### src/rtl/pin_evt_pkg.sv
package pin_evt_pkg;

   localparam int CODE_W = 4;

   // Mode code values; the numeric encoding is part of the block's interface.
   localparam logic [CODE_W-1:0] EV_OFF      = 4'b0000;
   localparam logic [CODE_W-1:0] EV_DMA_RISE = 4'b0001;
   localparam logic [CODE_W-1:0] EV_DMA_FALL = 4'b0010;
   localparam logic [CODE_W-1:0] EV_DMA_BOTH = 4'b0011;
   localparam logic [CODE_W-1:0] EV_IRQ_LOW  = 4'b1000;
   localparam logic [CODE_W-1:0] EV_IRQ_RISE = 4'b1001;
   localparam logic [CODE_W-1:0] EV_IRQ_FALL = 4'b1010;
   localparam logic [CODE_W-1:0] EV_IRQ_BOTH = 4'b1011;
   localparam logic [CODE_W-1:0] EV_IRQ_HIGH = 4'b1100;

   // Decoded per-pin behaviour
   typedef struct packed {
      logic to_dma;    // flag is routed to the DMA request
      logic to_irq;    // flag is routed to the combined interrupt
      logic on_rise;
      logic on_fall;
      logic on_low;
      logic on_high;
   } ev_mode_t;

endpackage

### src/rtl/pin_sync.sv
module pin_sync #(
   parameter int STAGES = 2
) (
   input  logic clk,
   input  logic rst_n,
   input  logic d,
   output logic q
);

   generate
      if (STAGES < 2) begin : g_bad_stages
         $error("pin_sync: STAGES must be at least 2");
      end
   endgenerate

   logic [STAGES-1:0] chain_q;

   always_ff @(posedge clk or negedge rst_n) begin
      if (!rst_n) chain_q <= '0;
      else        chain_q <= {chain_q[STAGES-2:0], d};
   end

   assign q = chain_q[STAGES-1];

endmodule

### src/rtl/pin_mode_decode.sv
module pin_mode_decode
   import pin_evt_pkg::*;
(
   input  logic [CODE_W-1:0] code,
   output ev_mode_t          mode
);

   always_comb begin
      mode = '0;
      unique case (code)
         EV_DMA_RISE: begin mode.to_dma = 1'b1; mode.on_rise = 1'b1; end
         EV_DMA_FALL: begin mode.to_dma = 1'b1; mode.on_fall = 1'b1; end
         EV_DMA_BOTH: begin mode.to_dma = 1'b1; mode.on_rise = 1'b1; mode.on_fall = 1'b1; end
         EV_IRQ_LOW:  begin mode.to_irq = 1'b1; mode.on_low  = 1'b1; end
         EV_IRQ_RISE: begin mode.to_irq = 1'b1; mode.on_rise = 1'b1; end
         EV_IRQ_FALL: begin mode.to_irq = 1'b1; mode.on_fall = 1'b1; end
         EV_IRQ_BOTH: begin mode.to_irq = 1'b1; mode.on_rise = 1'b1; mode.on_fall = 1'b1; end
         EV_IRQ_HIGH: begin mode.to_irq = 1'b1; mode.on_high = 1'b1; end
         default:     mode = '0;   // EV_OFF and every unlisted code
      endcase
   end

endmodule

### src/rtl/pin_flag_cell.sv
module pin_flag_cell
   import pin_evt_pkg::*;
(
   input  logic     clk,
   input  logic     rst_n,
   input  logic     level,      // synchronized pin value
   input  ev_mode_t mode,
   input  logic     sw_clear,
   input  logic     dma_done,
   output logic     flag,
   output logic     dma_req,
   output logic     irq_req
);

   logic prev_q;
   logic flag_q;
   logic rise, fall;
   logic edge_ev;
   logic level_hit;
   logic clr;
   logic flag_d;

   always_ff @(posedge clk or negedge rst_n) begin
      if (!rst_n) prev_q <= 1'b0;
      else        prev_q <= level;
   end

   assign rise      = level & ~prev_q;
   assign fall      = ~level & prev_q;
   assign edge_ev   = (mode.on_rise & rise) | (mode.on_fall & fall);
   assign level_hit = (mode.on_low & ~level) | (mode.on_high & level);
   assign clr       = sw_clear | (dma_done & mode.to_dma);

   // An edge always wins. A held level is suppressed for the clearing cycle only,
   // so the flag re-arms one cycle later.
   assign flag_d = edge_ev | ((level_hit | flag_q) & ~clr);

   always_ff @(posedge clk or negedge rst_n) begin
      if (!rst_n) flag_q <= 1'b0;
      else        flag_q <= flag_d;
   end

   assign flag    = flag_q;
   assign dma_req = flag_q & mode.to_dma;
   assign irq_req = flag_q & mode.to_irq;


   edge_over_clear_chk: assert property (@(posedge clk) disable iff (!rst_n)
      edge_ev |=> flag_q);


   sw_clear_drop_chk: assert property (@(posedge clk) disable iff (!rst_n)
      (sw_clear && !edge_ev) |=> !flag_q);


   irq_flag_sticky_chk: assert property (@(posedge clk) disable iff (!rst_n)
      (flag_q && !mode.to_dma && !sw_clear) |=> flag_q);


   off_never_sets_chk: assert property (@(posedge clk) disable iff (!rst_n)
      (!flag_q && !mode.on_rise && !mode.on_fall && !mode.on_low && !mode.on_high) |=> !flag_q);


   dma_req_exclusive_chk: assert property (@(posedge clk) disable iff (!rst_n)
      dma_req |-> (flag_q && !irq_req));

endmodule

### src/rtl/pin_event_detect.sv
module pin_event_detect
   import pin_evt_pkg::*;
#(
   parameter int NUM_PINS    = 8,
   parameter int SYNC_STAGES = 2
) (
   input  logic                       clk,
   input  logic                       rst_n,
   input  logic [NUM_PINS-1:0]        pin_in,
   input  logic [NUM_PINS*CODE_W-1:0] mode_code,
   input  logic [NUM_PINS-1:0]        sw_clear,
   input  logic [NUM_PINS-1:0]        dma_done,
   output logic [NUM_PINS-1:0]        flag,
   output logic [NUM_PINS-1:0]        dma_req,
   output logic                       irq
);

   generate
      if (NUM_PINS < 1 || NUM_PINS > 64) begin : g_bad_pins
         $error("pin_event_detect: NUM_PINS must be 1..64");
      end
      if (SYNC_STAGES < 2 || SYNC_STAGES > 4) begin : g_bad_sync
         $error("pin_event_detect: SYNC_STAGES must be 2..4");
      end
   endgenerate

   logic [NUM_PINS-1:0] synced;
   logic [NUM_PINS-1:0] irq_vec;

   for (genvar p = 0; p < NUM_PINS; p++) begin : g_pin
      ev_mode_t mode;

      pin_sync #(.STAGES(SYNC_STAGES)) u_sync (
         .clk   (clk),
         .rst_n (rst_n),
         .d     (pin_in[p]),
         .q     (synced[p])
      );

      pin_mode_decode u_dec (
         .code (mode_code[p*CODE_W +: CODE_W]),
         .mode (mode)
      );

      pin_flag_cell u_cell (
         .clk      (clk),
         .rst_n    (rst_n),
         .level    (synced[p]),
         .mode     (mode),
         .sw_clear (sw_clear[p]),
         .dma_done (dma_done[p]),
         .flag     (flag[p]),
         .dma_req  (dma_req[p]),
         .irq_req  (irq_vec[p])
      );
   end

   assign irq = |irq_vec;


   irq_needs_flag_chk: assert property (@(posedge clk) disable iff (!rst_n)
      irq |-> (|flag));


   dma_needs_flag_chk: assert property (@(posedge clk) disable iff (!rst_n)
      ((dma_req & ~flag) == '0));

endmodule

### config.mk
export PLATFORM = sky130hd
export DESIGN_NAME = pin_event_detect
export DESIGN_NICKNAME = d
export VERILOG_FILES = /design/src/rtl/pin_evt_pkg.sv /design/src/rtl/pin_sync.sv /design/src/rtl/pin_mode_decode.sv /design/src/rtl/pin_flag_cell.sv /design/src/rtl/pin_event_detect.sv
export SDC_FILE = /design/constraint.sdc
export NUM_CORES = 1
export LEC_CHECK = 0
export ABC_AREA = 1
export BUFFER_PORTS_ARGS = -buffer_cell sky130_fd_sc_hd__buf_2
export CAP_MARGIN = 20
export CORE_UTILIZATION = 30
export CTS_CLUSTER_SIZE = 14
export DETAILED_ROUTE_END_ITERATION = 12
export HOLD_SLACK_MARGIN = 0.1
export SYNTH_ARGS = -nofsm -noshare
export SYNTH_HDL_FRONTEND = slang
export SYNTH_SLANG_ARGS = --single-unit
### constraint.sdc
create_clock -name clk -period 1.1 [get_ports clk]
set_input_delay 0.22 -clock clk [delete_from_list [all_inputs] [get_ports clk]]
set_output_delay 0.22 -clock clk [all_outputs]
set_load 0.005 [all_outputs]
==> flow_summary.toml, run 1 <==
[pwr]
comb_power_share = 0.239
finalPower_mw = 2.90
power.share.clock = 0.309
p_sw_frac = 0.262
power_frac_seq = 0.452
ir_drop_uv = 695
p_int_mw = 2.14
p_leak_nw = 1.58
p_switching_uw = 760
p_per_area_mw_per_mm2 = 1070

[grt]
gr-total-overflow = 0
grt_pass1_wl_um = 6830
grt_max_degree = 21
grt_pass1_vias = 1759
grt_antenna_before_repair = 0
grt.total_usage = 0.136

[finish]
seqCellArea_um2 = 801
n_fill_cell = 550
layout-drive-gt1-share = 0.391
final_net_count = 420
area_growth_pct = 50.4
diodes = 0
multiInputGateArea_um2 = 749
stdcell_count = 435
final_util = 0.482
final_area_mm2 = 0.00272

[cts]
clockBufferDepth = 2
cts_root_buf = "clkbuf_8"
clk_pin_slew_ns = 0.06
cts_max_level = 2
cts_tree = "done"
numCtsBuffers = 5
cts_sinks = 32
insertion_delay_ns = 0.28

[die]
die_w_um = 79.6
core_area_mm2 = 0.00564
die_h_um = 79.6
die_area_mm2 = 0.00634
start_util = 0.320
num_io_pins = 75
row_count = 27

[synthesis]
syn_inst = 247
syn_avg_cell_area_um2 = 7.31
netlist_area_mm2 = 0.00181
ys_seq_area_frac = 0.443
yosysWarnings = 0
ys_seq_elements = 32
syn_nets = 305
synth.distinct_cells = 15

[timing]
rsz0062_at_grt = "yes"
drv_slew = 0
max_freq_mhz = 764
final_min_period_over_clock_period = 1.19
hold_viol_final = 0
fin_ws_ns = -0.210
fin_skew_ns = 0.00171
hold_ws_ns = 0.190
fin_tns_setup_ns = -1.38
worstMarginPinSlew_ns = 0.336
setup_viol = 12
max_slew_margin = 0.776
fin_crit_ns = 1.31

[setup_path]
cp.required_ns = 0.88
worst_ep_arrival_time_ns = 1.09
startpoint_type = "register"
crit_fanout = 2
critPathKind = "reg -> out"
cp-end-kind = "output pin"

[outcome]
status = "finished with violations"
violations = "negative setup slack"

[placed_design]
port-buffer-count = 74
hpwl_um = 3240
dpl.cell_count = 410
placed_area_mm2 = 0.00241
pre_cts_ws_ns = -0.125
globalplace.congestion = 0.785

[route]
post_drt_wl_per_cell_um = 9.41
ant_nets = 0
drtIter0Drc = 57
wl_um = 4100
viasPerCell = 4.30
vias = 1869
dr.pass1.iters = 4
drc = 0

[hold_path]
hp-class = "in -> reg"

[run]
cap_violations = 0
worst max-delay path, cell delays in order (launching register included):
cell and delay, ns:
dfrtp_1 0.37, buf_4 0.13, buf_6 0.11, inv_4 0.04
nor2_1 0.03, buf_2 0.13
repair_timing:
| item | CTS | global route |
|---|---|---|
| buffers inserted | 6 | 2 |
| endpoints found under the setup margin | 9 | 12 |
| endpoints found under the hold margin | 20 | 0 |
| hold buffers | 9 | 0 |
| pin swaps | 2 | 9 |
| resized for setup | 6 | 18 |
layout by cell type, fill, tap and decap left out, drive strengths merged:
cell,count
buf,115
nand2,64
inv,50
dfrtp,32
nor2,25
nand3,22
dlygate4sd3,9
a21oi,8
clkbuf,8
nand4,7
o21ai,7
a211o,6
o21bai,5
nor4,3
nand3b,2
final timing paths:
| check | cells after the start | from | slack, ns | end |
|---|---|---|---|---|
| max | 5 | g_pin[0].u_cell.flag | -0.21 | dma_req[0] |
| min | 3 | sw_clear[4] | 0.19 | g_pin[4].u_cell.flag |
| max reg2reg | 10 | g_pin[0].u_cell.flag | -0.18 | g_pin[0].u_cell.flag |
| min reg2reg | 0 | g_pin[4].u_sync.chain_q[0] | 0.35 | g_pin[4].u_sync.chain_q[1] |
| max in group asynchronous | 3 | rst_n | 0.32 | g_pin[4].u_cell.flag |
| min in group asynchronous | 2 | rst_n | 0.37 | g_pin[1].u_cell.prev_q |
logic make-up (layout without fill, tap and decap cells):
kind of cell,count (synthesis),in the layout,synth area share
buf+inv,66,182,0.170
simple gates,123,123,0.293
compound gates,26,26,0.0935
flops,32,32,0.443
registers in the layout, summed over array words and instances, names as in the netlist:
name,cells
g_pin.u_cell.prev_q,8
g_pin.u_cell.flag,8
g_pin.u_sync.chain_q,16
power by group through the flow:
stage | registers [mW] | logic [mW] | clock network (mW)
2_1_floorplan | 1.32 | 0.293 | 0
3_3_place_gp | 1.33 | 0.565 | 0
3_5_place_dp | 1.33 | 0.575 | 0
4_1_cts | 1.31 | 0.651 | 0.934
5_1_grt | 1.32 | 0.778 | 0.984
6_report | 1.31 | 0.693 | 0.897
Yosys cell counts:
cell type	instances	area, um2
o21ai_2	1	8.76
inv_1	50	188
nand3b_1	2	15.0
o21ai_0	6	30.0
a211o_1	6	52.6
nor4_1	3	18.8
nor2_2	3	18.8
o21bai_1	5	37.5
nand4_1	7	43.8
a21oi_1	8	40.0
nand2_1	64	240
nand3_1	22	110
buf_4	16	120
nor2_1	22	82.6
dfrtp_1	32	801
area by class of cell:
class | instances | share of cell area
timing repair buffer | 124 | 0.293
sequential | 32 | 0.295
multi-input combinational | 149 | 0.276
inverter | 50 | 0.0700
tap | 72 | 0.0331
clock buffer | 8 | 0.0331
routing by layer:
metal / global-route usage / wire length [um]
met5: 0 / 0
met4: 0.0509 / 23
met3: 0.0297 / 178
met2: 0.249 / 2060
met1: 0.152 / 1830
Power figures use the tool's default switching activity.
==> run 2, diff against run 1 <==
--- a/config.mk
+++ b/config.mk
@@ -9,6 +9,7 @@
 export BUFFER_PORTS_ARGS = -buffer_cell sky130_fd_sc_hd__buf_2
 export CAP_MARGIN = 20
 export CORE_UTILIZATION = 30
+export CTS_BUF_LIST = sky130_fd_sc_hd__clkbuf_8
 export CTS_CLUSTER_SIZE = 14
 export DETAILED_ROUTE_END_ITERATION = 12
 export HOLD_SLACK_MARGIN = 0.1
==> run 2 against run 1 <==
The run still ends with negative setup slack left. Flip-flop and latch count is the same. Core utilization is the same. Combinational power is essentially flat. Register-to-register slack is essentially flat. Via count is essentially flat. Design area is the same. Critical path type unchanged. Critical endpoint unchanged. Largest cell class unchanged.
==> flow_summary.toml, run 2 (synthesized netlist as in run 1, its figures left out) <==
[outcome]
status = "finished with violations"
violations = "negative setup slack"

[finish]
top_register = "g_pin.u_sync.chain_q"
final_common_cell = "buf_2"
mostFrequentLayoutCells = "buf_2 (72), nand2_1 (61), inv_1 (46)"
final_util = 0.482
area_growth_pct = 50.4
final_net_count = 420
largest_reg_flops = 16
diodes = 0
layout-drive-gt1-share = 0.391

[timing]
final_min_period_over_clock_period = 1.19
drv_slew = 0
fin_crit_ns = 1.31
fin_ws_ns = -0.210
rsz0062_at_grt = "yes"
hold_ws_ns = 0.190
fin_tns_setup_ns = -1.38
setup_viol = 12
fin_skew_ns = 0.00190
max_freq_mhz = 764
hold_viol_final = 0
worstMarginPinSlew_ns = 0.336
max_slew_margin = 0.776

[setup_path]
max_stage_delay_ns = 0.37
regToRegSetupSlack_ns = -0.18
crit_family = "buffers and inverters"
path_cells = "buf_4, buf_6, inv_4, nor2_1, buf_2"
crit_fanout = 2
startpoint_type = "register"
worst_ep_arrival_time_ns = 1.09
critPathKind = "reg -> out"
slowest_stage = "dfrtp_1"
cp.required_ns = 0.88
path_buf_inv = 4
cp-end-kind = "output pin"

[route]
ant_nets = 0
dr.pass1.iters = 4
drc = 0
viasPerCell = 4.29
vias = 1868
drtIter0Drc = 57
post_drt_wl_per_cell_um = 9.41
wl_um = 4100

[cts]
cts_root_buf = "clkbuf_8"
clk_pin_slew_ns = 0.06
clockBufferDepth = 2
insertion_delay_ns = 0.28
cts_tree = "done"
cts_sinks = 32
cts_max_level = 2
numCtsBuffers = 5

[grt]
grt.total_usage = 0.136
grt_antenna_before_repair = 0
grt_max_degree = 21
grt_pass1_wl_um = 6830
grt_pass1_vias = 1759
gr-total-overflow = 0

[pwr]
ir_drop_uv = 695
p_per_area_mw_per_mm2 = 1060
p_leak_nw = 1.59

[die]
die_h_um = 79.6
core_area_mm2 = 0.00564
die_w_um = 79.6
num_io_pins = 75
start_util = 0.320
row_count = 27
die_area_mm2 = 0.00634

[placed_design]
hpwl_um = 3240
globalplace.congestion = 0.785
port-buffer-count = 74

[hold_path]
hp-class = "in -> reg"

[run]
cap_violations = 0
[run 2: changes by cell type in the layout (fill, tap and decap cells not counted)]
| cell | previous run | this run |
|---|---|---|
| clkbuf_1 | 2 | 0 |
| inv_1 | 44 | 46 |
[run 2: power breakdown]
| group | switching [mW] | internal, mW |
|---|---|---|
| clock network | 0.389 | 0.490 |
| registers | 0.0538 | 1.26 |
| logic | 0.318 | 0.375 |
[run 2: layout make-up]
| class | instances | area (um2) |
|---|---|---|
| clock buffer | 6 | 82.6 |
| clock inverter | 2 | 7.51 |
| fill | 550 | 2920 |
| inverter | 50 | 190 |
| multi-input combinational | 149 | 749 |
| sequential | 32 | 801 |
| tap | 72 | 90.1 |
| timing repair buffer | 124 | 797 |
[run 2: tightest hold or removal path, cell delays in order]
cell,delay [ns]
buf_2,0.08
inv_1,0.03
nand3_1,0.06
nand2_1,0.04
[run 2: per-layer routing]
metal / up-vias / global-route usage / part of all wire
met2: 37 / 0.249 / 0.50
met3: 3 / 0.0297 / 0.043
met1: 841 / 0.152 / 0.45
met4: 0 / 0.0509 / 0.0056
met5: - / 0 / 0
li1: 987 / - / -
[run 2: path summary, 6_finish.rpt]
path,from,to,cells after the start
min in group asynchronous,rst_n,g_pin[1].u_cell.prev_q,2
max in group asynchronous,rst_n,g_pin[4].u_cell.flag,3
worst min-delay path,sw_clear[7],g_pin[7].u_cell.flag,4
worst max-delay path,g_pin[0].u_cell.flag,dma_req[0],5
worst min register to register,g_pin[4].u_sync.chain_q[0],g_pin[4].u_sync.chain_q[1],0
worst max register to register,g_pin[0].u_cell.flag,g_pin[0].u_cell.flag,10
[run 2: timing repair]
item	CTS	global route
resized for setup	6	18
hold buffers	9	0
pin swaps	2	9
buffers inserted	6	2
setup endpoints to repair	9	12
endpoints found under the hold margin	20	0
[run 2: stage by stage]
| stage | area, um2 | total power, mW | cells | setup WS (ns) |
|---|---|---|---|---|
| floorplan | 1810 | 1.61 | 247 | 0.144 |
| global placement | 2410 | 1.89 | 410 | -0.120 |
| detailed placement | 2410 | 1.91 | 410 | -0.125 |
| CTS | 2650 | 2.88 | 433 | -0.263 |
| global route | 2720 | 3.07 | 435 | -0.309 |
| finish | 2720 | 2.88 | 435 | -0.210 |
==> run 3, diff against run 2 <==
==> constraint.sdc (replaced) <==
create_clock -name clk -period 1.6 [get_ports clk]
set_input_delay 0.32 -clock clk [delete_from_list [all_inputs] [get_ports clk]]
set_output_delay 0.32 -clock clk [all_outputs]
set_load 0.005 [all_outputs]
==> run 3 against run 2 <==
The flow now finishes without violations. Via count shrank 9.4%. Register-to-register slack gained 0.87 ns. Sequential power shrank 31%. Power shrank 36%. Count of clock-buffer cells in the layout is the same. Sequential share of layout area grew 5.8 points. Wire length shrank 13%. Global-route usage shrank 1.2 points. Final cell count shrank 11%.
==> flow_summary.toml, run 3 (synthesized netlist as in run 1, its figures left out) <==
[outcome]
status = "completed"

[pwr]
power_frac_seq = 0.490
p_sw_frac = 0.262
p_leak_nw = 1.36
ir_drop_uv = 521
comb_power_share = 0.180
p_per_area_mw_per_mm2 = 808
p_switching_uw = 481
p_int_mw = 1.35
power.share.clock = 0.329

[route]
routed.top_layer = "met4"
dr_wl_met2_um = 1680
drc = 0
post_drt_wl_per_cell_um = 9.16
viasPerCell = 4.35
wl_met1_um = 1620
wl_um = 3570
dr.pass1.iters = 4
ant_nets = 0
met3_length_um = 224
vias = 1693
drtIter0Drc = 60

[placed_design]
placed_area_mm2 = 0.00217
port-buffer-count = 74
hpwl_um = 2950
globalplace.congestion = 0.778

[die]
die_w_um = 79.6
num_io_pins = 75
die_area_mm2 = 0.00634
row_count = 27
die_h_um = 79.6
core_area_mm2 = 0.00564
start_util = 0.320

[cts]
cts_tree = "done"
insertion_delay_ns = 0.28
clockBufferDepth = 2
cts_sinks = 32
cts_root_buf = "clkbuf_8"
clk_pin_slew_ns = 0.06
numCtsBuffers = 5
cts_max_level = 2

[finish]
diodes = 0
top_register = "g_pin.u_sync.chain_q"
largest_reg_flops = 16
area_growth_pct = 25.6
final_area_mm2 = 0.00227
mostFrequentLayoutCells = "buf_2 (74), nand2_1 (64), inv_1 (52)"
layout-drive-gt1-share = 0.274
final_net_count = 374
final_common_cell = "buf_2"

[timing]
setup_viol = 0
fin_tns_setup_ns = 0
hold_viol_final = 0
drv_slew = 0
rsz0062_at_grt = "no"
max_freq_mhz = 683
worstMarginPinSlew_ns = 0.450
max_slew_margin = 0.700
final_min_period_over_clock_period = 0.915
fin_skew_ns = 0.00300
fin_crit_ns = 1.46

[grt]
grt_max_degree = 22
gr-total-overflow = 0
grt_pass1_wl_um = 6130
grt.total_usage = 0.124
grt_pass1_vias = 1525
grt_antenna_before_repair = 0

[setup_path]
path_cells = "nand2_1, nand2_1, nor2_1, nand2_1, buf_2"
cpMostUsedCell = "nand2_1"
slowest_stage = "dfrtp_1"
startpoint_type = "register"
crit_family = "flip-flops"
path_buf_inv = 1
cp.required_ns = 1.28
worst_ep_arrival_time_ns = 1.14
crit_fanout = 3
critPathKind = "reg -> out"
max_stage_delay_ns = 0.39
cp-end-kind = "output pin"

[hold_path]
hp-class = "in -> reg"

[run]
cap_violations = 0
run 3: final cells by class:
type / instances / area, um2
Fill cell: 606 / 3370
Sequential cell: 32 / 801
Multi-Input combinational cell: 149 / 698
Timing Repair Buffer: 78 / 403
Inverter: 50 / 188
Tap cell: 72 / 90.1
Clock buffer: 6 / 82.6
Clock inverter: 2 / 7.51
run 3: power groups by stage:
stage	Combinational (mW)	Clock (mW)	Sequential, mW
finish	0.331	0.604	0.900
floorplan	0.201	0	0.905
CTS	0.337	0.631	0.900
global route	0.386	0.663	0.907
detailed placement	0.334	0	0.915
global placement	0.330	0	0.913
run 3: per-layer routing:
| layer | GRT usage | vias to the layer above |
|---|---|---|
| met4 | 0.0582 | 0 |
| li1 | - | 890 |
| met5 | 0 | - |
| met3 | 0.0354 | 5 |
| met2 | 0.205 | 45 |
| met1 | 0.148 | 753 |
run 3: timing repair:
| action | 4_1_cts | 5_1_grt |
|---|---|---|
| hold endpoints to repair | 20 | 0 |
| gates resized for setup | 0 | 0 |
| hold buffers | 1 | 0 |
| setup buffers | 0 | 0 |
run 3: stage by stage:
| stage | power (mW) | setup WS [ns] | hold slack, ns | utilization | instances |
|---|---|---|---|---|---|
| 6_report | 1.83 | 0.136 | 0.143 | 0.402 | 389 |
| 2_1_floorplan | 1.11 | 0.508 | 0.0244 | - | 247 |
| 3_5_place_dp | 1.25 | 0.158 | 0.305 | 0.385 | 380 |
| 3_3_place_gp | 1.24 | 0.171 | 0.304 | 0.385 | 380 |
| 5_1_grt | 1.96 | 0.0556 | 0.127 | 0.402 | 389 |
| 4_1_cts | 1.87 | 0.115 | 0.131 | 0.402 | 389 |
run 3: worst paths after layout:
kind / slack (ns) / to / startpoint / cells after the start
setup / recovery: 0.14 / irq / g_pin[7].u_cell.flag / 5
hold / removal: 0.14 / g_pin[5].u_sync.chain_q[0] / pin_in[5] / 1
setup reg to reg: 0.69 / g_pin[1].u_cell.flag / g_pin[1].u_sync.chain_q[1] / 4
hold reg to reg: 0.35 / g_pin[4].u_sync.chain_q[1] / g_pin[4].u_sync.chain_q[0] / 0
max in group asynchronous: 0.56 / g_pin[1].u_cell.prev_q / rst_n / 3
min in group asynchronous: 0.52 / g_pin[0].u_sync.chain_q[0] / rst_n / 2
